$ cat config.mk
export PLATFORM = sky130hd
export DESIGN_NAME = wave_boost_ctrl
export DESIGN_NICKNAME = d
export VERILOG_FILES = /design/src/rtl/wbc_pkg.sv /design/src/rtl/wbc_mask_reg.sv /design/src/rtl/wbc_diag_decode.sv /design/src/rtl/wbc_rail_sel.sv /design/src/rtl/wave_boost_ctrl.sv
export SDC_FILE = /design/constraint.sdc
export NUM_CORES = 1
export LEC_CHECK = 0
export ABC_AREA = 0
export CAP_MARGIN = 10
export CORE_AREA = 2 2 89 91
export CTS_CLUSTER_SIZE = 24
export DETAILED_ROUTE_END_ITERATION = 12
export DIE_AREA = 0 0 91 93
export MAX_ROUTING_LAYER = met4
export PLACE_DENSITY = 0.86
export RECOVER_POWER = 50
export SETUP_SLACK_MARGIN = 0.02
export SYNTH_ARGS = -nofsm -noshare
export SYNTH_HDL_FRONTEND = slang
export SYNTH_SLANG_ARGS = --single-unit
$ cat constraint.sdc
create_clock -name clk -period 2.9 [get_ports clk]
set_clock_uncertainty 0.05 [all_clocks]
set_input_delay 0.725 -clock clk [delete_from_list [all_inputs] [get_ports clk]]
set_output_delay 0.725 -clock clk [all_outputs]
set_load 0.02 [all_outputs]
$ cat src/rtl/wbc_pkg.sv
package wbc_pkg;

    typedef enum logic {
        RAIL_LOW   = 1'b0,
        RAIL_BOOST = 1'b1
    } rail_e;

    // diagonal d is computing when 0 <= c - d < len
    function automatic logic diag_live(input int unsigned c,
                                       input int unsigned d,
                                       input int unsigned len);
        return (c >= d) && ((c - d) < len);
    endfunction

    function automatic logic in_window(input int unsigned c,
                                       input int unsigned lo,
                                       input int unsigned hi);
        return (lo <= c) && (c <= hi);
    endfunction

endpackage

$ cat src/rtl/wbc_mask_reg.sv
module wbc_mask_reg #(
    parameter int NDIAG = 31,
    parameter int AW    = 5
) (
    input  logic             clk,
    input  logic             rst,
    input  logic             we,
    input  logic [AW-1:0]    addr,
    input  logic             wbit,
    output logic [NDIAG-1:0] mask
);
    localparam logic [AW:0] LIMIT = (AW+1)'(NDIAG);

    logic [NDIAG-1:0] mask_q;
    logic             addr_ok;

    assign addr_ok = ({1'b0, addr} < LIMIT);

    always_ff @(posedge clk) begin
        if (rst) begin
            mask_q <= '1;
        end else if (we && addr_ok) begin
            mask_q[addr] <= wbit;
        end
    end

    assign mask = mask_q;

    // an accepted write lands in the addressed bit
    p_mask_write_r7: assert property (@(posedge clk) disable iff (rst)
        (we && addr_ok) |=> (mask[$past(addr)] == $past(wbit)));

    // a write outside the diagonal range leaves the mask alone
    p_mask_oob_r7: assert property (@(posedge clk) disable iff (rst)
        (we && !addr_ok) |=> $stable(mask));

    // reset fills the mask with ones
    p_mask_reset_r1: assert property (@(posedge clk)
        rst |=> (mask == '1));

endmodule

$ cat src/rtl/wbc_diag_decode.sv
module wbc_diag_decode #(
    parameter int NDIAG      = 31,
    parameter int STREAM_LEN = 16,
    parameter int CYC_W      = 8
) (
    input  logic [CYC_W-1:0] cycle_num,
    output logic [NDIAG-1:0] active
);
    for (genvar g = 0; g < NDIAG; g++) begin : g_diag
        assign active[g] = wbc_pkg::diag_live(32'(cycle_num), 32'(g),
                                              32'(STREAM_LEN));
    end

    // the wavefront never covers more diagonals than the stream length
    always_comb begin
        a_width_r4: assert ($countones(active) <= STREAM_LEN);
    end

endmodule

$ cat src/rtl/wbc_rail_sel.sv
module wbc_rail_sel #(
    parameter int NDIAG = 31
) (
    input  logic             clk,
    input  logic             rst,
    input  logic             win_ok,
    input  logic [NDIAG-1:0] active,
    input  logic [NDIAG-1:0] mask,
    output logic [NDIAG-1:0] rail_sel
);
    import wbc_pkg::*;

    rail_e sel_q [NDIAG];

    for (genvar g = 0; g < NDIAG; g++) begin : g_rail
        always_ff @(posedge clk) begin
            if (rst) begin
                sel_q[g] <= RAIL_LOW;
            end else if (win_ok && active[g] && mask[g]) begin
                sel_q[g] <= RAIL_BOOST;
            end else begin
                sel_q[g] <= RAIL_LOW;
            end
        end
        assign rail_sel[g] = (sel_q[g] == RAIL_BOOST);
    end

    // reset drops every diagonal to the near-threshold rail
    p_rail_reset_r1: assert property (@(posedge clk)
        rst |=> (rail_sel == '0));

    // only diagonals that were computing may be boosted
    p_only_active_r4: assert property (@(posedge clk) disable iff (rst)
        1'b1 |=> ((rail_sel & ~$past(active)) == '0));

    // masked diagonals stay low
    p_masked_low_r5: assert property (@(posedge clk) disable iff (rst)
        1'b1 |=> ((rail_sel & ~$past(mask)) == '0));

    // a qualifying diagonal is boosted exactly one cycle later
    p_latency_r6: assert property (@(posedge clk) disable iff (rst)
        win_ok |=> (rail_sel == $past(active & mask)));

endmodule

$ cat src/rtl/wave_boost_ctrl.sv
module wave_boost_ctrl #(
    parameter int ARR_N      = 16,
    parameter int STREAM_LEN = ARR_N,
    parameter int CYC_W      = 8,
    localparam int NDIAG     = 2 * ARR_N - 1,
    localparam int AW        = $clog2(NDIAG)
) (
    input  logic             clk,
    input  logic             rst,
    input  logic [CYC_W-1:0] cycle_num,
    input  logic             boost_init,
    input  logic [CYC_W-1:0] win_lo,
    input  logic [CYC_W-1:0] win_hi,
    input  logic             cfg_we,
    input  logic [AW-1:0]    cfg_addr,
    input  logic             cfg_bit,
    output logic [NDIAG-1:0] rail_sel
);
    logic [NDIAG-1:0] mask;
    logic [NDIAG-1:0] active;
    logic             win_ok;

    assign win_ok = boost_init &&
                    wbc_pkg::in_window(32'(cycle_num), 32'(win_lo), 32'(win_hi));

    wbc_mask_reg #(.NDIAG(NDIAG), .AW(AW)) u_mask (
        .clk  (clk),
        .rst  (rst),
        .we   (cfg_we),
        .addr (cfg_addr),
        .wbit (cfg_bit),
        .mask (mask)
    );

    wbc_diag_decode #(.NDIAG(NDIAG), .STREAM_LEN(STREAM_LEN), .CYC_W(CYC_W)) u_dec (
        .cycle_num (cycle_num),
        .active    (active)
    );

    wbc_rail_sel #(.NDIAG(NDIAG)) u_rail (
        .clk      (clk),
        .rst      (rst),
        .win_ok   (win_ok),
        .active   (active),
        .mask     (mask),
        .rail_sel (rail_sel)
    );

    // boosting disabled means every rail is low next cycle
    p_idle_low_r2: assert property (@(posedge clk) disable iff (rst)
        !boost_init |=> (rail_sel == '0));

    // a cycle outside the window boosts nothing
    p_outside_low_r3: assert property (@(posedge clk) disable iff (rst)
        ((cycle_num < win_lo) || (cycle_num > win_hi)) |=> (rail_sel == '0));

endmodule

==> reports/results.ini, run 1 <==
[status]
outcome = finished with violations
violations = setup timing

[synth]
yosysWarnings = 0
synthTopCellsByCount = 47 x nor2_1, 44 x nand2_1, 31 x dfxtp_1, 31 x edfxtp_1, 23 x o21ai_0
synth_edf_count = 31
synth.distinct_cells = 54
synth_most_common_cell = nor2_1
yosysSeqAreaShare = 0.3909
syn_inst = 452
yosysTopAreaCell = edfxtp_1
synthesis.area_mm2 = 0.003969
synth_area_leaders = edfxtp_1 23%, dfxtp_1 16%, ha_1 6.6%
synth_top_area_share = 0.2346
synth.avg_cell_area_um2 = 8.781
async_flop_share = 0
synth-main-ff-cell = edfxtp_1
synth_seq_cells = 62

[grt]
use_met3 = 0.06124
grt_usage = 0.3025
busiest_layer = met2
grt_pass1_vias = 3957
grt_pass1_wl_mm = 19.41
grt-ovfl-total = 0
grt_use_met1 = 0.3769
antenna_found_initial = 0
use_met2 = 0.4852
grt_max_degree = 32

[layout]
syn_to_final_growth_pct = 36.98
drive_gt1_frac = 0.1518
final_core_util = 0.7222
nFillCells = 612
diodes = 0
nNetsFinal = 643

[worst_setup_path]
crit_chain = clkdlybuf4s50_1 > ha_1 > nor2b_1 > o211ai_2 > a21oi_1 > nor3b_1 > buf_4 > nand4_4 > buf_4 > nor4b_1
critPathMaxStageDelay_ns = 0.45
cp_top_family = simple AND/OR/NAND/NOR gates
worstSetupPathType = in -> reg
crit_path_start_kind = input port
path_buf_inv = 3
cpMostUsedCell = buf_4
cp_slowest_cell = clkdlybuf4s50_1
worstPathRequired_ns = 2.98
end_kind = flip-flop
critPathMaxFanout = 6
worstPathArrival_ns = 3.01

[timing]
layout_setup_ws_ns = -0.02476
final_max_slew_viol_count = 0
fin_crit_sh = 1.009
tns_ns = -0.02476
hold_viol = 0
rsz0062_at_grt = yes
fin_crit_ns = 2.925
timing_worst_slew_pin_value_ns = 0.5302
finalSetupViolCount = 1
maxSlewHeadroom = 0.6453
timing.hold.ws_ns = 0.5417
fmax_mhz = 341.9

[drt]
postRouteAntennaNets = 0
drcViolationCount = 0
routed_via_density = 5.810
drt_first_pass_iters = 6
wl_per_cell_um = 17.30
drtIter0Drc = 381
drt-total-wl_mm = 12.03
num_vias = 4038

[placement]
dpl.hpwl_mm = 9.075
place_worst_setup_slack_ns = -0.4649
port_buffers = 64
gp_congestion = 1.064

[power]
p_per_area_mw_per_mm2 = 406.9
power.leakage_nw = 2.189
finalPower_mw = 2.212
irDropWorstVdd_uv = 332.2

[clocking]
clk_pin_slew_worst_paths_ns = 0.07
cts_buffers = 9
cts.sinks = 62
root_buffer = clkbuf_8
cts_tree = done
clkLatencyLatePin_ns = 0.34
hold_buffers = 0
cts-htree-levels = 3
clockBufferDepth = 2

[die]
fp-row-count = 32
io-pin-count = 65
die_h_um = 93
initial_core_util = 0.5273
dieWidth_um = 91
fp.coreArea_mm2 = 0.007527
dieArea_mm2 = 0.008463

[worst_hold_path]
hold_path.class = reg -> reg

[flow_run]
cap_violations = 0

power by group:
group / switching [mW] / internal (mW)
sequential: 0.00905 / 0.940
clock: 0.339 / 0.444
combinational: 0.272 / 0.208
kinds of logic after synthesis:
kind of cell	Yosys count	share of synthesized area
other	1	0.0009449
adders and majority gates	21	0.06620
xor gates and xnor gates	7	0.01545
and+or+nand+nor	183	0.2330
DFF	62	0.3909
buffers and inverters	50	0.05360
AOI/OAI and AO/OA	116	0.2097
muxes	12	0.03027
layout make-up:
class,count,area (µm²),area share
Sequential cell,62,1551,0.2854
Multi-Input combinational cell,370,2396,0.4407
Inverter,21,78.83,0.01450
Timing Repair Buffer,124,1082,0.1991
Clock buffer,13,158.9,0.02923
Clock inverter,3,41.29,0.007595
Tap cell,102,127.6,0.02348
cell usage in the layout (no fill, tap or decap), types with 6 or more instances in the layout:
cell              n
a211o_1          15
a21boi_0         16
a21oi_1          21
a311o_1          16
buf_4            56
clkbuf_8         11
clkdlybuf4s50_1  35
conb_1           31
dfxtp_1          31
dlygate4sd3_1    28
edfxtp_1         31
ha_1             19
inv_1            21
mux2i_1          12
nand2_1          44
nand3_1          10
nand4_1           6
nor2_1           47
nor2b_1          18
nor3_1           17
nor4_1            6
o21ai_0          23
xnor2_1           7
what timing repair did:
item                       in CTS  in global routing
setup buffers                   0                  1
resized for setup               5                 10
pin swaps                       1                  1
gates cloned                    0                  0
setup endpoints to repair      17                 16
worst paths after layout:
| path | slack, ns | depth (start not counted) | from | end |
|---|---|---|---|---|
| worst max-delay path | -0.02 | 10 | cycle_num[1] | u_rail.sel_q[0][11]$_SDFFCE_PP0P_ |
| worst min-delay path | 0.54 | 2 | u_mask.mask[12]$_SDFFE_PP1P_ | u_mask.mask[12]$_SDFFE_PP1P_ |
| worst max register to register | 1.58 | 3 | u_mask.mask[1]$_SDFFE_PP1P_ | u_rail.sel_q[0][1]$_SDFFCE_PP0P_ |
| worst min register to register | 0.54 | 2 | u_mask.mask[12]$_SDFFE_PP1P_ | u_mask.mask[12]$_SDFFE_PP1P_ |
stage by stage:
| stage | cell area (µm²) | std cells |
|---|---|---|
| after detailed placement | 5159 | 678 |
| after global routing | 5436 | 695 |
| after CTS | 5391 | 694 |
| after global placement | 5159 | 678 |
| after floorplan | 4081 | 482 |
| final | 5436 | 695 |
worst min-delay path, delay by kind of cell (launching register included):
| kind | cells | cell delay (ns) |
|---|---|---|
| flops | 1 | 0.33 |
| simple gates | 1 | 0.13 |
| compound gates | 1 | 0.10 |
state kept, by name (all words and copies together), names as in the netlist:
register / flops
u_rail.sel_q: 31
u_mask.mask: 31
routing by layer:
metal / up-vias / routed length (µm)
met3: 28 / 1070
li1: 1920 / -
met4: 0 / 255
met5: - / 0
met2: 220 / 5664
met1: 1870 / 5034
(Power assumes the default switching activity.)
==> inputs of run 2 (changes only) <==
Settings changed: CORE_AREA 2 2 89 91 to 2 2 93 95, DIE_AREA 0 0 91 93 to 0 0 95 97, HOLD_SLACK_MARGIN set to 0.1, PLACE_DENSITY 0.86 to 0.83, SLEW_MARGIN set to 10.
Clock period 2.9 ns to 2.6 ns, I/O delays scaled along.
==> reports/results.ini, run 2 (synthesis gave the netlist of run 1 again) <==
[status]
outcome = finished clean

[worst_setup_path]
worstPathRequired_ns = 2.69  ; -0.29 ns
worstSetupPathType = in -> reg
cp_slowest_cell = clkdlybuf4s50_1
worstPathArrival_ns = 2.62  ; -0.39 ns
critPathMaxFanout = 6  ; unchanged
crit_cells = 8  ; -2
path_buf_inv = 3  ; unchanged
crit_path_start = win_hi[0]
r2r-end = u_rail.sel_q[0][1]$_SDFFCE_PP0P_
rr_worst_depth = 3  ; unchanged
cp_top_family = buffers and inverters
crit_path_start_kind = input port
critPathMaxStageDelay_ns = 0.42  ; -0.03 ns
crit_chain = clkdlybuf4s50_1 > ha_1 > nand4_1 > buf_4 > o21ai_1 > nand4_4 > buf_6 > a2111oi_1
r2r_start = u_mask.mask[1]$_SDFFE_PP1P_
end_kind = flip-flop
r2r_setup_slack_ns = 1.21  ; -0.37 ns

[timing]
timing_worst_slew_pin_value_ns = 0.5077  ; -0.02243 ns
fin_crit_sh = 0.9726
finalSetupViolCount = 0  ; -1
layout_setup_ws_ns = 0.07131  ; +0.09607 ns
rsz0062_at_grt = yes
fin_crit_ns = 2.529
final_max_slew_viol_count = 0  ; unchanged
tns_ns = 0  ; +0.02476 ns
maxSlewHeadroom = 0.6592  ; +0.01398
hold_viol = 0  ; unchanged
fmax_mhz = 395.5

[die]
io-pin-count = 65  ; unchanged
dieWidth_um = 95  ; +4.4%
initial_core_util = 0.4879  ; -0.03934
dieArea_mm2 = 0.009215  ; +8.9%
fp.coreArea_mm2 = 0.008134  ; +8.1%
die_h_um = 97  ; +4.3%
fp-row-count = 33  ; +3.1%

[grt]
grt_pass1_vias = 4110  ; +3.9%
grt_pass1_wl_mm = 21.03  ; +8.4%
grt-ovfl-total = 0  ; unchanged
grt_usage = 0.3015  ; -0.0009663
antenna_found_initial = 0  ; unchanged
grt_max_degree = 32  ; unchanged

[worst_hold_path]
hold_depth = 2  ; unchanged
hold_path.class = reg -> reg
min_from = u_mask.mask[26]$_SDFFE_PP1P_
hold_end = u_rail.sel_q[1][10]$_SDFFCE_PP0P_

[power]
finalPower_mw = 2.504  ; +13%
p_per_area_mw_per_mm2 = 438.4  ; +7.7%
irDropWorstVdd_uv = 225.8  ; -32%
power.leakage_nw = 2.328  ; +6.4%

[placement]
port_buffers = 64  ; unchanged
place_worst_setup_slack_ns = -0.7338  ; -0.2689 ns
dpl.cell_count = 695  ; +2.5%
gp_congestion = 1.041  ; -2.2%
dpl.hpwl_mm = 9.601  ; +5.8%

[drt]
routed_via_density = 5.894  ; +1.4%
drt_first_pass_iters = 8  ; +2
postRouteAntennaNets = 0  ; unchanged
num_vias = 4226  ; +4.7%
drtIter0Drc = 413  ; +8.4%
drt-total-wl_mm = 13.26  ; +10%
drcViolationCount = 0  ; unchanged
wl_per_cell_um = 18.49  ; +6.9%

[clocking]
cts_tree = done
hold_buffers = 0  ; unchanged
root_buffer = clkbuf_8
cts.sinks = 62  ; unchanged
clk_pin_slew_worst_paths_ns = 0.07  ; about the same
clkLatencyLatePin_ns = 0.34  ; about the same
cts-htree-levels = 3  ; unchanged
cts_buffers = 9  ; unchanged
clockBufferDepth = 2  ; unchanged

[layout]
syn_to_final_growth_pct = 43.92
final_cell_mix = 68 x buf_4, 47 x nor2_1, 44 x nand2_1
diodes = 0  ; unchanged
drive_gt1_frac = 0.2010  ; +0.04921
final-instance-count-excl-fill = 717  ; +3.2%
nNetsFinal = 662  ; +3.0%
final_common_cell = buf_4
final_core_util = 0.7022  ; -0.02004

[flow_run]
cap_violations = 0  ; unchanged

## run 2: cell types whose count changed in the layout (fill, tap and decap cells not counted), sizes merged
cell and change:
buf +17, inv -1, clkbuf +3, clkinv +1, dlygate4sd3 -2, bufinv -1, clkdlybuf4s15 +1, clkdlybuf4s50 -12
dlygate4sd2 +13
## run 2: area by class of cell
type / instances / area [µm²]
multi-input cells: 370 / 2545
clock buffers: 14 / 183.9
repair buffers: 143 / 1207
flip-flops and latches: 62 / 1551
well taps: 105 / 131.4
fillers: 613 / 2422
inverters: 21 / 78.83
clock inverters: 2 / 13.76
## run 2: tightest hold or removal path: cells and delay by family (launching register included)
kind	cells	cell delay, ns
DFF	1	0.31
AOI/OAI and AO/OA	1	0.04
and+or+nand+nor	1	0.06
## run 2: repair_timing
action	CTS	global route
buffers inserted	2	2
resized for setup	52	7
pin swaps	18	3
gates cloned	2	0
endpoints found under the setup margin	31	27
## run 2: power by group
group | internal (mW) | leakage, nW | switching (mW) | total [mW]
registers | 1.05 | 0.571 | 0.0106 | 1.06
logic | 0.252 | 1.66 | 0.338 | 0.590
clock network | 0.458 | 0.102 | 0.397 | 0.855
total | 1.76 | 2.33 | 0.746 | 2.50
## run 2: how the worst max path moves through the flow
stage | to | slack (ns)
detailed placement | u_rail.sel_q[0][11]$_SDFFCE_PP0P_ | -0.73
global placement | u_rail.sel_q[0][0]$_SDFFCE_PP0P_ | -0.64
floorplan | u_rail.sel_q[1][6]$_SDFFCE_PP0P_ | 0.05
CTS | u_rail.sel_q[0][12]$_SDFFCE_PP0P_ | 0.06
global route | u_rail.sel_q[0][10]$_SDFFCE_PP0P_ | -0.03
finish | u_rail.sel_q[1][10]$_SDFFCE_PP0P_ | 0.07
## run 2: per-stage QoR
step / hold slack [ns] / area [µm²]
2_1_floorplan: 0.4768 / 4083
3_3_place_gp: 0.4950 / 5268
3_5_place_dp: 0.5162 / 5268
4_1_cts: 0.5242 / 5679
5_1_grt: 0.5475 / 5712
6_report: 0.5219 / 5712
## run 2: layer usage
layer	routed length, µm	global-route usage
met2	6136	0.4632
met5	0	-
met3	1178	0.05530
met1	5551	0.4006
met4	392	0.09922
==> inputs of run 3 (changes only) <==
Settings changed: SKIP_LAST_GASP set to 1.
==> results of run 3 <==
Same layout as run 2: the final DEF is identical, and so are final timing and power.
